<file path="src/rtl/cwd_pkg.sv">
package cwd_pkg;
   localparam int OPC_W   = 4;
   localparam int NUM_OPS = 1 << OPC_W;

   typedef enum logic [OPC_W-1:0] {
      OP_NOP   = 4'd0,
      OP_GCD   = 4'd1,
      OP_CAST  = 4'd2,
      OP_SWAP  = 4'd3,
      OP_MUL   = 4'd4,
      OP_ADD   = 4'd6,
      OP_SUB   = 4'd7,
      OP_MOVE  = 4'd12,
      OP_COPY  = 4'd13,
      OP_LOAD  = 4'd14,
      OP_STORE = 4'd15
   } opc_e;

   // bit i set when code i is in the operation map
   localparam logic [NUM_OPS-1:0] LEGAL_MASK = 16'hF0DF;
endpackage

</file>
<file path="src/rtl/cwd_field_split.sv">
module cwd_field_split #(
   parameter int WORD_W  = 32,
   parameter int OPC_LSB = 18,
   parameter int OPC_W   = 4,
   parameter int SEL_W   = 4
) (
   input  logic [WORD_W-1:0] word_i,
   output logic [OPC_W-1:0]  opc_o,
   output logic [SEL_W-1:0]  sel_a_o,
   output logic [SEL_W-1:0]  sel_b_o,
   output logic [SEL_W-1:0]  sel_c_o
);
   localparam int SEL_TOP = 3 * SEL_W;

   generate
      if (WORD_W < OPC_LSB + OPC_W) begin : g_bad_opc
         $error("opcode field exceeds word width");
      end
      if (SEL_TOP > OPC_LSB) begin : g_bad_sel
         $error("register fields overlap opcode field");
      end
   endgenerate

   assign opc_o   = word_i[OPC_LSB +: OPC_W];
   assign sel_a_o = word_i[0 +: SEL_W];
   assign sel_b_o = word_i[SEL_W +: SEL_W];
   assign sel_c_o = word_i[2*SEL_W +: SEL_W];
endmodule

</file>
<file path="src/rtl/cwd_op_decode.sv">
module cwd_op_decode
   import cwd_pkg::*;
(
   input  logic [OPC_W-1:0]   opc_i,
   output logic [NUM_OPS-1:0] hot_o,
   output logic               legal_o,
   output logic               is_nop_o
);
   genvar gi;
   generate
      for (gi = 0; gi < NUM_OPS; gi++) begin : g_dec
         if (LEGAL_MASK[gi]) begin : g_used
            assign hot_o[gi] = (opc_i == OPC_W'(gi));
         end else begin : g_spare
            assign hot_o[gi] = 1'b0;
         end
      end
   endgenerate

   assign legal_o  = LEGAL_MASK[opc_i];
   assign is_nop_o = (opc_i == OP_NOP);
endmodule

</file>
<file path="src/rtl/cwd_watchdog.sv">
module cwd_watchdog #(
   parameter int TMO_CYC = 32
) (
   input  logic clk_i,
   input  logic rst_ni,
   input  logic clear_i,
   input  logic run_i,
   output logic expired_o
);
   localparam int CNT_W = (TMO_CYC > 1) ? $clog2(TMO_CYC) : 1;
   localparam logic [CNT_W-1:0] LAST = CNT_W'(TMO_CYC - 1);

   generate
      if (TMO_CYC < 2) begin : g_bad_tmo
         $error("timeout must be at least two cycles");
      end
   endgenerate

   logic [CNT_W-1:0] cnt_q;

   always_ff @(posedge clk_i) begin
      if (!rst_ni || clear_i) cnt_q <= '0;
      else if (run_i && cnt_q != LAST) cnt_q <= cnt_q + 1'b1;
   end

   assign expired_o = run_i && (cnt_q == LAST);
endmodule

</file>
<file path="src/rtl/cwd_dispatch.sv">
module cwd_dispatch
   import cwd_pkg::*;
#(
   parameter int WORD_W  = 32,
   parameter int OPC_LSB = 18,
   parameter int SEL_W   = 4,
   parameter int TMO_CYC = 32
) (
   input  logic                 clk_i,
   input  logic                 rst_ni,
   input  logic [WORD_W-1:0]    word_i,
   input  logic                 word_vld_i,
   input  logic                 done_i,
   output logic [NUM_OPS-1:0]   op_en_o,
   output logic [SEL_W-1:0]     sel_a_o,
   output logic [SEL_W-1:0]     sel_b_o,
   output logic [SEL_W-1:0]     sel_c_o,
   output logic                 busy_o,
   output logic                 bad_op_o,
   output logic                 timeout_o
);
   logic [OPC_W-1:0]   opc_w;
   logic [SEL_W-1:0]   sa_w, sb_w, sc_w;
   logic [NUM_OPS-1:0] hot_w;
   logic               legal_w, nop_w, expired_w, accept_w;

   logic [NUM_OPS-1:0] hot_q;
   logic [SEL_W-1:0]   sa_q, sb_q, sc_q;
   logic               busy_q, nop_q, bad_q, tmo_q;

   cwd_field_split #(
      .WORD_W (WORD_W),
      .OPC_LSB(OPC_LSB),
      .OPC_W  (OPC_W),
      .SEL_W  (SEL_W)
   ) u_split (
      .word_i (word_i),
      .opc_o  (opc_w),
      .sel_a_o(sa_w),
      .sel_b_o(sb_w),
      .sel_c_o(sc_w)
   );

   cwd_op_decode u_dec (
      .opc_i   (opc_w),
      .hot_o   (hot_w),
      .legal_o (legal_w),
      .is_nop_o(nop_w)
   );

   assign accept_w = word_vld_i && !busy_q;

   cwd_watchdog #(.TMO_CYC(TMO_CYC)) u_wdog (
      .clk_i    (clk_i),
      .rst_ni   (rst_ni),
      .clear_i  (accept_w),
      .run_i    (busy_q && !done_i),
      .expired_o(expired_w)
   );

   always_ff @(posedge clk_i) begin
      if (!rst_ni) begin
         busy_q <= 1'b0;
         hot_q  <= '0;
         sa_q   <= '0;
         sb_q   <= '0;
         sc_q   <= '0;
         nop_q  <= 1'b0;
         bad_q  <= 1'b0;
         tmo_q  <= 1'b0;
      end else begin
         nop_q <= 1'b0;
         bad_q <= 1'b0;
         tmo_q <= 1'b0;
         if (accept_w) begin
            sa_q  <= sa_w;
            sb_q  <= sb_w;
            sc_q  <= sc_w;
            nop_q <= legal_w && nop_w;
            bad_q <= !legal_w;
            if (legal_w && !nop_w) begin
               busy_q <= 1'b1;
               hot_q  <= hot_w;
            end
         end else if (busy_q) begin
            if (done_i) begin
               busy_q <= 1'b0;
               hot_q  <= '0;
            end else if (expired_w) begin
               busy_q <= 1'b0;
               hot_q  <= '0;
               tmo_q  <= 1'b1;
            end
         end
      end
   end

   // completion gating: running enable drops while done is high; no-op is ungated
   always_comb begin
      op_en_o = '0;
      if (busy_q && !done_i) op_en_o = hot_q;
      op_en_o[OP_NOP] = nop_q;
   end

   assign sel_a_o   = sa_q;
   assign sel_b_o   = sb_q;
   assign sel_c_o   = sc_q;
   assign busy_o    = busy_q;
   assign bad_op_o  = bad_q;
   assign timeout_o = tmo_q;
endmodule

</file>
<file path="config.mk">
export PLATFORM = sky130hd
export DESIGN_NAME = cwd_dispatch
export DESIGN_NICKNAME = d
export VERILOG_FILES = /design/src/rtl/cwd_pkg.sv /design/src/rtl/cwd_field_split.sv /design/src/rtl/cwd_op_decode.sv /design/src/rtl/cwd_watchdog.sv /design/src/rtl/cwd_dispatch.sv
export SDC_FILE = /design/constraint.sdc
export NUM_CORES = 1
export LEC_CHECK = 0
export ABC_AREA = 1
export BUFFER_PORTS_ARGS = -buffer_cell sky130_fd_sc_hd__buf_2
export CORE_MARGIN = 5
export CORE_UTILIZATION = 45
export DETAILED_ROUTE_END_ITERATION = 7
export GPL_ROUTABILITY_DRIVEN = 0
export HOLD_SLACK_MARGIN = 0.08
export PLACE_DENSITY = 0.73
export REMOVE_ABC_BUFFERS = 1
export SYNTH_ARGS = -nofsm -noshare
export SYNTH_HDL_FRONTEND = slang
export SYNTH_HIERARCHICAL = 1
export SYNTH_SLANG_ARGS = --single-unit
</file>
<file path="constraint.sdc">
create_clock -name clk_i -period 4.15 [get_ports clk_i]
set_clock_uncertainty 0.05 [all_clocks]
set_input_delay 1.0375 -clock clk_i [delete_from_list [all_inputs] [get_ports clk_i]]
set_output_delay 1.0375 -clock clk_i [all_outputs]
set_load 0.1 [all_outputs]
</file>
After elaboration in Yosys (flattened, before gate mapping)
Memory sizes are Yosys's and may differ from the RTL's.
Index checks and enable logic that the tools add are counted.
Storage, ports and cells
  word-level logic and storage cells: 58
  ROM bits: 16
  memories: 1
  output and inout port bits: 31
  flip-flop bits (word level): 37
Memory list
  (no name shown): words 16, width 1, read ports 1, clocked after memory_dff 0, write ports 0, line cwd_op_decode.sv:20  | assign legal_o = LEGAL_MASK[opc_i];
Cells by class
  multiplexer cells: 13
  equality and inequality tests: 13
  reductions and logical operators: 18
  add/sub/neg operators: 1
  magnitude comparators: 1
  bitwise logic cells: 2
Operators with widths (number)
  $mux W16: 6
  $eq A4 B4 Y1 const B: 4
  $eq A4 B3 Y1 const B: 3
  $eq A4 B2 Y1 const B: 2
  $mux W1: 7
  $logic_and A1 B1 Y1: 6
  $add A5 B1 Y5 const B: 1
  $eq A5 B5 Y1 const B: 1
  $logic_not A1 Y1: 5
  $lt A4 B5 Y1 const B: 1
  $ne A5 B5 Y1 const B: 1
  $eq A4 B1 Y1 const B: 1
  $logic_not A4 Y1: 1
  $reduce_or A4 Y1: 1
  $reduce_and A3 Y1: 1
  $reduce_bool A3 Y1: 1
  $ne A2 B2 Y1 const B: 1
  $not A1 Y1: 2
  $reduce_and A2 Y1: 1
  $reduce_bool A2 Y1: 1
  $logic_or A1 B1 Y1: 1

Logic depth before layout (Yosys ltp)
Gate-level depths: netlist of run 1.
  depth after elaboration: 7
  mapped depth: 12
  depth with buffers taken out: 10

By module
Netlist of run 1, hierarchy kept.
By module, submodules not included
  cwd_dispatch: sequential area each 620.6 um^2, instances 1, cells an instance 220, area each 1423.9 um^2
  cwd_watchdog: sequential area each 100.1 um^2, instances 1, cells an instance 38, area each 266.5 um^2
  cwd_op_decode: sequential area each 0.0 um^2, instances 1, cells an instance 33, area each 161.4 um^2
  cwd_field_split: sequential area each 0.0 um^2, instances 1, cells an instance 16, area each 120.1 um^2

Least setup slack after synthesis of run 1
OpenSTA, ideal clock, no wires.
  path type: register -> output
  start: register busy_q, in the netlist busy_o
  end: output port op_en_o[10]
  buffers on the path: 1
  stages on the path, launching flop included: 6
  arrival time: 2.858 ns
  path slack: 0.204 ns
  path through: dfxtp_1 -> inv_2 -> nor2_2 -> inv_2 -> buf_2 -> nor2_1
On the way
  cells in the longest elaborated chain, start to end: 2
RTL lines
  start, declared: line cwd_dispatch.sv:29  | logic busy_q, nop_q, bad_q, tmo_q;
  start signal, assigned: line cwd_dispatch.sv:63  | busy_q <= 1'b0;
  start signal, assigned: line cwd_dispatch.sv:82  | busy_q <= 1'b1;
  start signal, assigned: line cwd_dispatch.sv:87  | busy_q <= 1'b0;
  $logic_and A1 B1 Y1: line cwd_dispatch.sv:101  | if (busy_q && !done_i) op_en_o = hot_q;
  $mux W16: line cwd_dispatch.sv:101
  end, declared: line cwd_dispatch.sv:14  | output logic [NUM_OPS-1:0] op_en_o,
Every way passes these cells.

Final worst setup path of run 1
  start: input port done_i
  end: output port op_en_o[14]
On the way
  cells in the longest elaborated chain, start to end: 3
RTL lines
  start, declared: line cwd_dispatch.sv:13  | input logic done_i,
  $logic_not A1 Y1: line cwd_dispatch.sv:101
  $logic_and A1 B1 Y1: line cwd_dispatch.sv:101
  $mux W16: line cwd_dispatch.sv:101
Every way passes these cells.

==> run_results.csv, run 1 <==
group,metric,value,unit
timing,rsz0062_at_grt,"false",
timing,report.final.slew_viol_count,0,
finish,diodes,0,
drt,via_per_inst,4.416,
power_and_ir_drop,intPower,0.5374,mW
global_route,grt_max_degree,32,
critical_path,critical_path.max_fanout,16,
global_route,grt_use_met3,5.437,%
global_route,met1_usage,16.15,%
global_route,grt-ovfl-total,0,
timing,hold_viol_final,0,
clocking,cts_htree_levels,2,
placement,place_ws,0.9438,ns
floorplanning,die_h,76.07,um
timing,fmax,312.9,MHz
global_route,met2_usage,24.14,%
finish,final_common_cell,"nor2_1",
timing,max_slew.worst_pin.slew,0.5275,ns
floorplanning,start_util,45.75,%
finish,fin_util,50.12,%
finish,finalNonFillerCells,385,
timing,fin_crit,3.196,ns
clocking,cts_inserted_buffers,5,
critical_path,crit_type,"in -> out",
critical_path,cp.required,3.06,ns
placement,dp.cells,378,
critical_path,max_stage_delay,0.43,ns
power_and_ir_drop,p_seq_share,45.3,%
global_route,top_usage_layer,"met2",
timing,hold_slack,0.4309,ns
global_route,grt_usage,14.25,%
finish,drive_gt1_share,24.02,%
power_and_ir_drop,p_sw,0.3054,mW
power_and_ir_drop,pwr-share-clk,27.6,%
power_and_ir_drop,vdd_drop_max,0.0002088,V
power_and_ir_drop,finalPower,0.8428,mW
floorplanning,coreArea,4294,um2
drt,drt_iter0_drc,111,
critical_path,start_kind,"primary input",
floorplanning,pin_count,67,
power_and_ir_drop,power_density,391.6,nW/um2
critical_path,endpoint_kind,"primary output",
critical_path,path_common_cell,"buf_2",
finish,finalInstanceArea,2152,um2
power_and_ir_drop,switching_share,36.24,%
drt,drt_wl_total,3.858,mm
clocking,cts.path.max_buffers,2,
critical_path,critical_path.top_delay_family,"buffers and inverters",
logic_synthesis,ys_warn_count,6,
drt,wl_per_cell,10.02,um
clocking,post-cts-setup-buffers,0,
critical_path,cpMaxStageDelayCell,"buf_2",
critical_path,worstPathArrival,2.11,ns
critical_path,path_cells,"buf_2 > nor2_2 > inv_2 > nor2_1 > buf_2",
power_and_ir_drop,p_comb_share,27.1,%
floorplanning,num_rows,24,
clocking,clkTransAtPathRegs,0.06,ns
clocking,cts_resized,0,
clocking,clockRootBuffer,"clkbuf_8",
global_route,grt_pass1_vias,1550,
clocking,cts_sinks,36,
timing,final.setup.tns,0,ns
logic_synthesis,avgSynthCellArea,6.420,um2
finish,final_cell_mix,"nor2_1 (92), buf_2 (50), inv_1 (38)",
floorplanning,dieArea,5787,um2
clocking,cts_hold_buf,0,
drt,ant_nets,0,
floorplanning,die_x,76.07,um
finish,syn_to_final_growth,9.554,%
placement,dp.final_hpwl,2.624,mm
drt,drcViolationCount,0,
placement,placed_cell_area,2074,um2
logic_synthesis,synthesis.area,1964,um2
run,max_cap_viol_count,0,
drt,vias,1700,
timing,period_share,77.02,%
finish,final_nets,371,
outcome,status,"finished clean",
critical_path,path_buf_inv,3,
drt,drtPass1Iterations,4,
placement,port_buffers,50,
global_route,antenna_found_initial,0,
clocking,clock_latency,0.29,ns
logic_synthesis,synthCells,306,
power_and_ir_drop,p_leak,1.075,nW
clocking,cts_tree,"yes",
timing,maxSlewHeadroom,64.71,%
timing,final-setup-viol-count,0,
worst_hold_path,hold_class,"reg -> reg",
timing,fin_ws,0.9538,ns
global_route,grt_pass1_wl,6.837,mm
==> flip-flops by register name, summed over array words and instances (netlist names) <==
| name | flops |
|---|---|
| hot_q | 15 |
| u_wdog/cnt_q | 5 |
| sel_a_o | 4 |
| sel_b_o | 4 |
| sel_c_o | 4 |
| bad_op_o | 1 |
| busy_o | 1 |
| nop_q | 1 |
| timeout_o | 1 |
==> worst register-to-register path, cell delays in order, from the launching register on <==
cell,delay [ns]
dfxtp_1,0.34
ha_1,0.22
inv_1,0.09
nor2_1,0.06
ha_1,0.20
nand2_1,0.06
inv_1,0.06
o21ai_2,0.10
buf_4,0.30
nand3_1,0.12
nand2_1,0.09
nor2_1,0.05
==> routing by layer <==
metal | part of all wire [%] | up-vias | wire length [um]
met5 | 0 | - | 0
met4 | 1.6 | 0 | 63
met3 | 4.9 | 5 | 188
met2 | 45 | 27 | 1748
met1 | 48 | 727 | 1858
li1 | - | 941 | -
==> power by group through the flow <==
stage	Sequential (mW)	Combinational, mW	Clock [mW]
after floorplan	0.469	0.104	0
after global placement	0.389	0.227	0
after global routing	0.384	0.253	0.260
after detailed placement	0.390	0.229	0
final	0.382	0.228	0.233
after CTS	0.382	0.230	0.244
==> final cells by class <==
class                           instances  area, um2
Sequential cell                        36      720.7
Fill cell                             443       2142
Clock inverter                          1      5.005
Inverter                               45      168.9
Tap cell                               52      65.06
Clock buffer                            6      72.57
Multi-Input combinational cell        194      862.1
Timing Repair Buffer                   51      257.7
==> final timing paths <==
path	start	endpoint	slack (ns)	depth (start not counted)
max reg2reg	u_wdog/cnt_q[0]	hot_q[15]	2.30	11
min	sel_a_o[0]	sel_a_o[0]	0.43	2
max	done_i	op_en_o[14]	0.95	5
min reg2reg	sel_a_o[0]	sel_a_o[0]	0.43	2
(Power assumes the default switching activity.)
==> inputs of run 2 (changes only) <==
- ABC_AREA: 1 -> 0
- clock period: 4.15 -> 3 ns (I/O delays scaled with it)
==> run 2 against run 1 <==
  * Critical path type unchanged
  * Highest routed layer unchanged
  * Worst setup slack worse by 0.35 ns
  * Via count down 17%
  * Sequential power up 31%
  * Combinational power down 11%
  * Global-route usage down 0.077 points
  * Clock power up 55%
  * Hold slack worse by 0.027 ns
  * Sequential share of layout area down 1.7 points
  * Critical path depth unchanged
  * Register-to-register slack worse by 1.4 ns
  * Die area down 4.7%
==> run_results.csv, run 2 <==
group,metric,value,unit
floorplanning,coreArea,4000,um2
clocking,cts_hold_buf,0,
finish,diodes,0,
timing,final.setup.tns,0,ns
placement,dp.final_hpwl,2.442,mm
critical_path,worstPathArrival,1.60,ns
timing,max_slew.worst_pin.slew,0.7241,ns
clocking,cts_sinks,36,
finish,syn_to_final_growth,21.87,%
critical_path,cp.required,2.20,ns
drt,drtPass1Iterations,4,
power_and_ir_drop,power_density,471.1,nW/um2
floorplanning,num_rows,23,
drt,via_per_inst,4.742,
critical_path,max_stage_delay,0.23,ns
critical_path,critPathLaunch,"done_i",
timing,fmax,416.8,MHz
clocking,cts_inserted_buffers,5,
floorplanning,dieArea,5518,um2
timing,rsz0062_at_grt,"false",
timing,maxSlewHeadroom,51.72,%
drt,wl_per_cell,11.75,um
clocking,cts.path.max_buffers,2,
finish,largest-register,"hot_q",
timing,report.final.slew_viol_count,0,
global_route,met2_usage,24.31,%
clocking,clock_latency,0.28,ns
drt,drt_iter0_drc,71,
clocking,cts_tree,"yes",
critical_path,path_cells,"buf_2 > nor2b_1 > buf_4 > and2_1 > buf_12",
finish,fillers,372,
power_and_ir_drop,p_leak,0.9536,nW
clocking,post-cts-setup-buffers,0,
finish,final_common_cell,"nand2_1",
drt,vias,1418,
global_route,met1_usage,15.82,%
finish,largest_reg_flops,15,
finish,final_nets,287,
global_route,grt-ovfl-total,0,
timing,hold_viol_final,0,
placement,place_ws,0.6002,ns
finish,final_cell_mix,"nand2_1 (47), dfxtp_1 (36), buf_2 (35)",
global_route,antenna_found_initial,0,
logic_synthesis,synthesis.area,1859,um2
global_route,top_usage_layer,"met2",
global_route,grt_usage,14.17,%
run,max_cap_viol_count,0,
critical_path,path_buf_inv,3,
timing,fin_crit,2.399,ns
critical_path,cpMaxStageDelayCell,"buf_4",
floorplanning,die_h,74.28,um
outcome,status,"finished clean",
drt,drt_wl_total,3.514,mm
critical_path,endpoint_kind,"primary output",
global_route,grt_pass1_vias,1372,
worst_hold_path,hold_start,"hot_q[9]",
floorplanning,pin_count,67,
drt,ant_nets,0,
clocking,cts_resized,0,
critical_path,start_kind,"primary input",
drt,drcViolationCount,0,
global_route,grt_use_met3,4.865,%
finish,drive_gt1_share,25.70,%
timing,fin_ws,0.6006,ns
logic_synthesis,ys_warn_count,6,
clocking,cts_htree_levels,2,
clocking,clockRootBuffer,"clkbuf_8",
critical_path,critical_path.max_fanout,21,
timing,period_share,79.98,%
power_and_ir_drop,vdd_drop_max,0.0004273,V
worst_hold_path,hold_class,"reg -> reg",
logic_synthesis,avgSynthCellArea,8.413,um2
placement,port_buffers,50,
critical_path,critical_path.top_delay_family,"buffers and inverters",
timing,final-setup-viol-count,0,
floorplanning,start_util,46.48,%
global_route,grt_pass1_wl,5.961,mm
logic_synthesis,synthCells,221,
finish,reg_top3,"hot_q: 15 flops, u_wdog/cnt_q: 5 flops",
floorplanning,die_x,74.28,um
global_route,grt_max_degree,47,
critical_path,rrSetupSlack,0.94,ns
clocking,clkTransAtPathRegs,0.06,ns
critical_path,r2r_start,"u_wdog/cnt_q[0]",
critical_path,crit_type,"in -> out",
power_and_ir_drop,finalPower,1.067,mW
run 2: worst register-to-register path, delay by kind of cell, from the launching register on:
kind            cells  cell delay (ns)
fa+ha+maj           2             0.44
compound gates      2             0.54
simple gates        2             0.38
mux                 1             0.19
flops               1             0.34
run 2: final cells by class:
cell class | count | area, um2 | share of cell area [%]
Clock buffer | 7 | 96.34 | 4.252
Tap cell | 50 | 62.56 | 2.761
Sequential cell | 36 | 720.7 | 31.81
Inverter | 2 | 7.507 | 0.3313
Timing Repair Buffer | 51 | 483.0 | 21.31
Multi-Input combinational cell | 153 | 895.9 | 39.54
run 2: through the flow:
step	hold slack, ns	instances	utilization, %	cell area, um2
5_1_grt	0.4280	299	56.65	2266
3_5_place_dp	0.3917	292	54.24	2170
6_report	0.4041	299	56.65	2266
2_1_floorplan	0.3801	191	-	1624
3_3_place_gp	0.3876	292	54.24	2170
4_1_cts	0.4089	299	56.65	2266
run 2: per-layer routing:
| layer | share of wire [%] | wire [um] | vias up |
|---|---|---|---|
| met5 | 0 | 0 | - |
| met4 | 1.8 | 65 | 0 |
| met3 | 4.8 | 167 | 5 |
| li1 | - | - | 746 |
| met1 | 45 | 1572 | 640 |
| met2 | 49 | 1709 | 27 |
run 2: path summary, 6_finish.rpt:
kind | depth (start not counted) | end
max | 5 | op_en_o[5]
min | 2 | hot_q[9]
max reg2reg | 7 | hot_q[2]
min reg2reg | 2 | hot_q[9]
run 2: where the power goes:
| group | internal [mW] | switching [mW] |
|---|---|---|
| Clock | 0.204 | 0.158 |
| Sequential | 0.494 | 0.00704 |
| Combinational | 0.0496 | 0.154 |
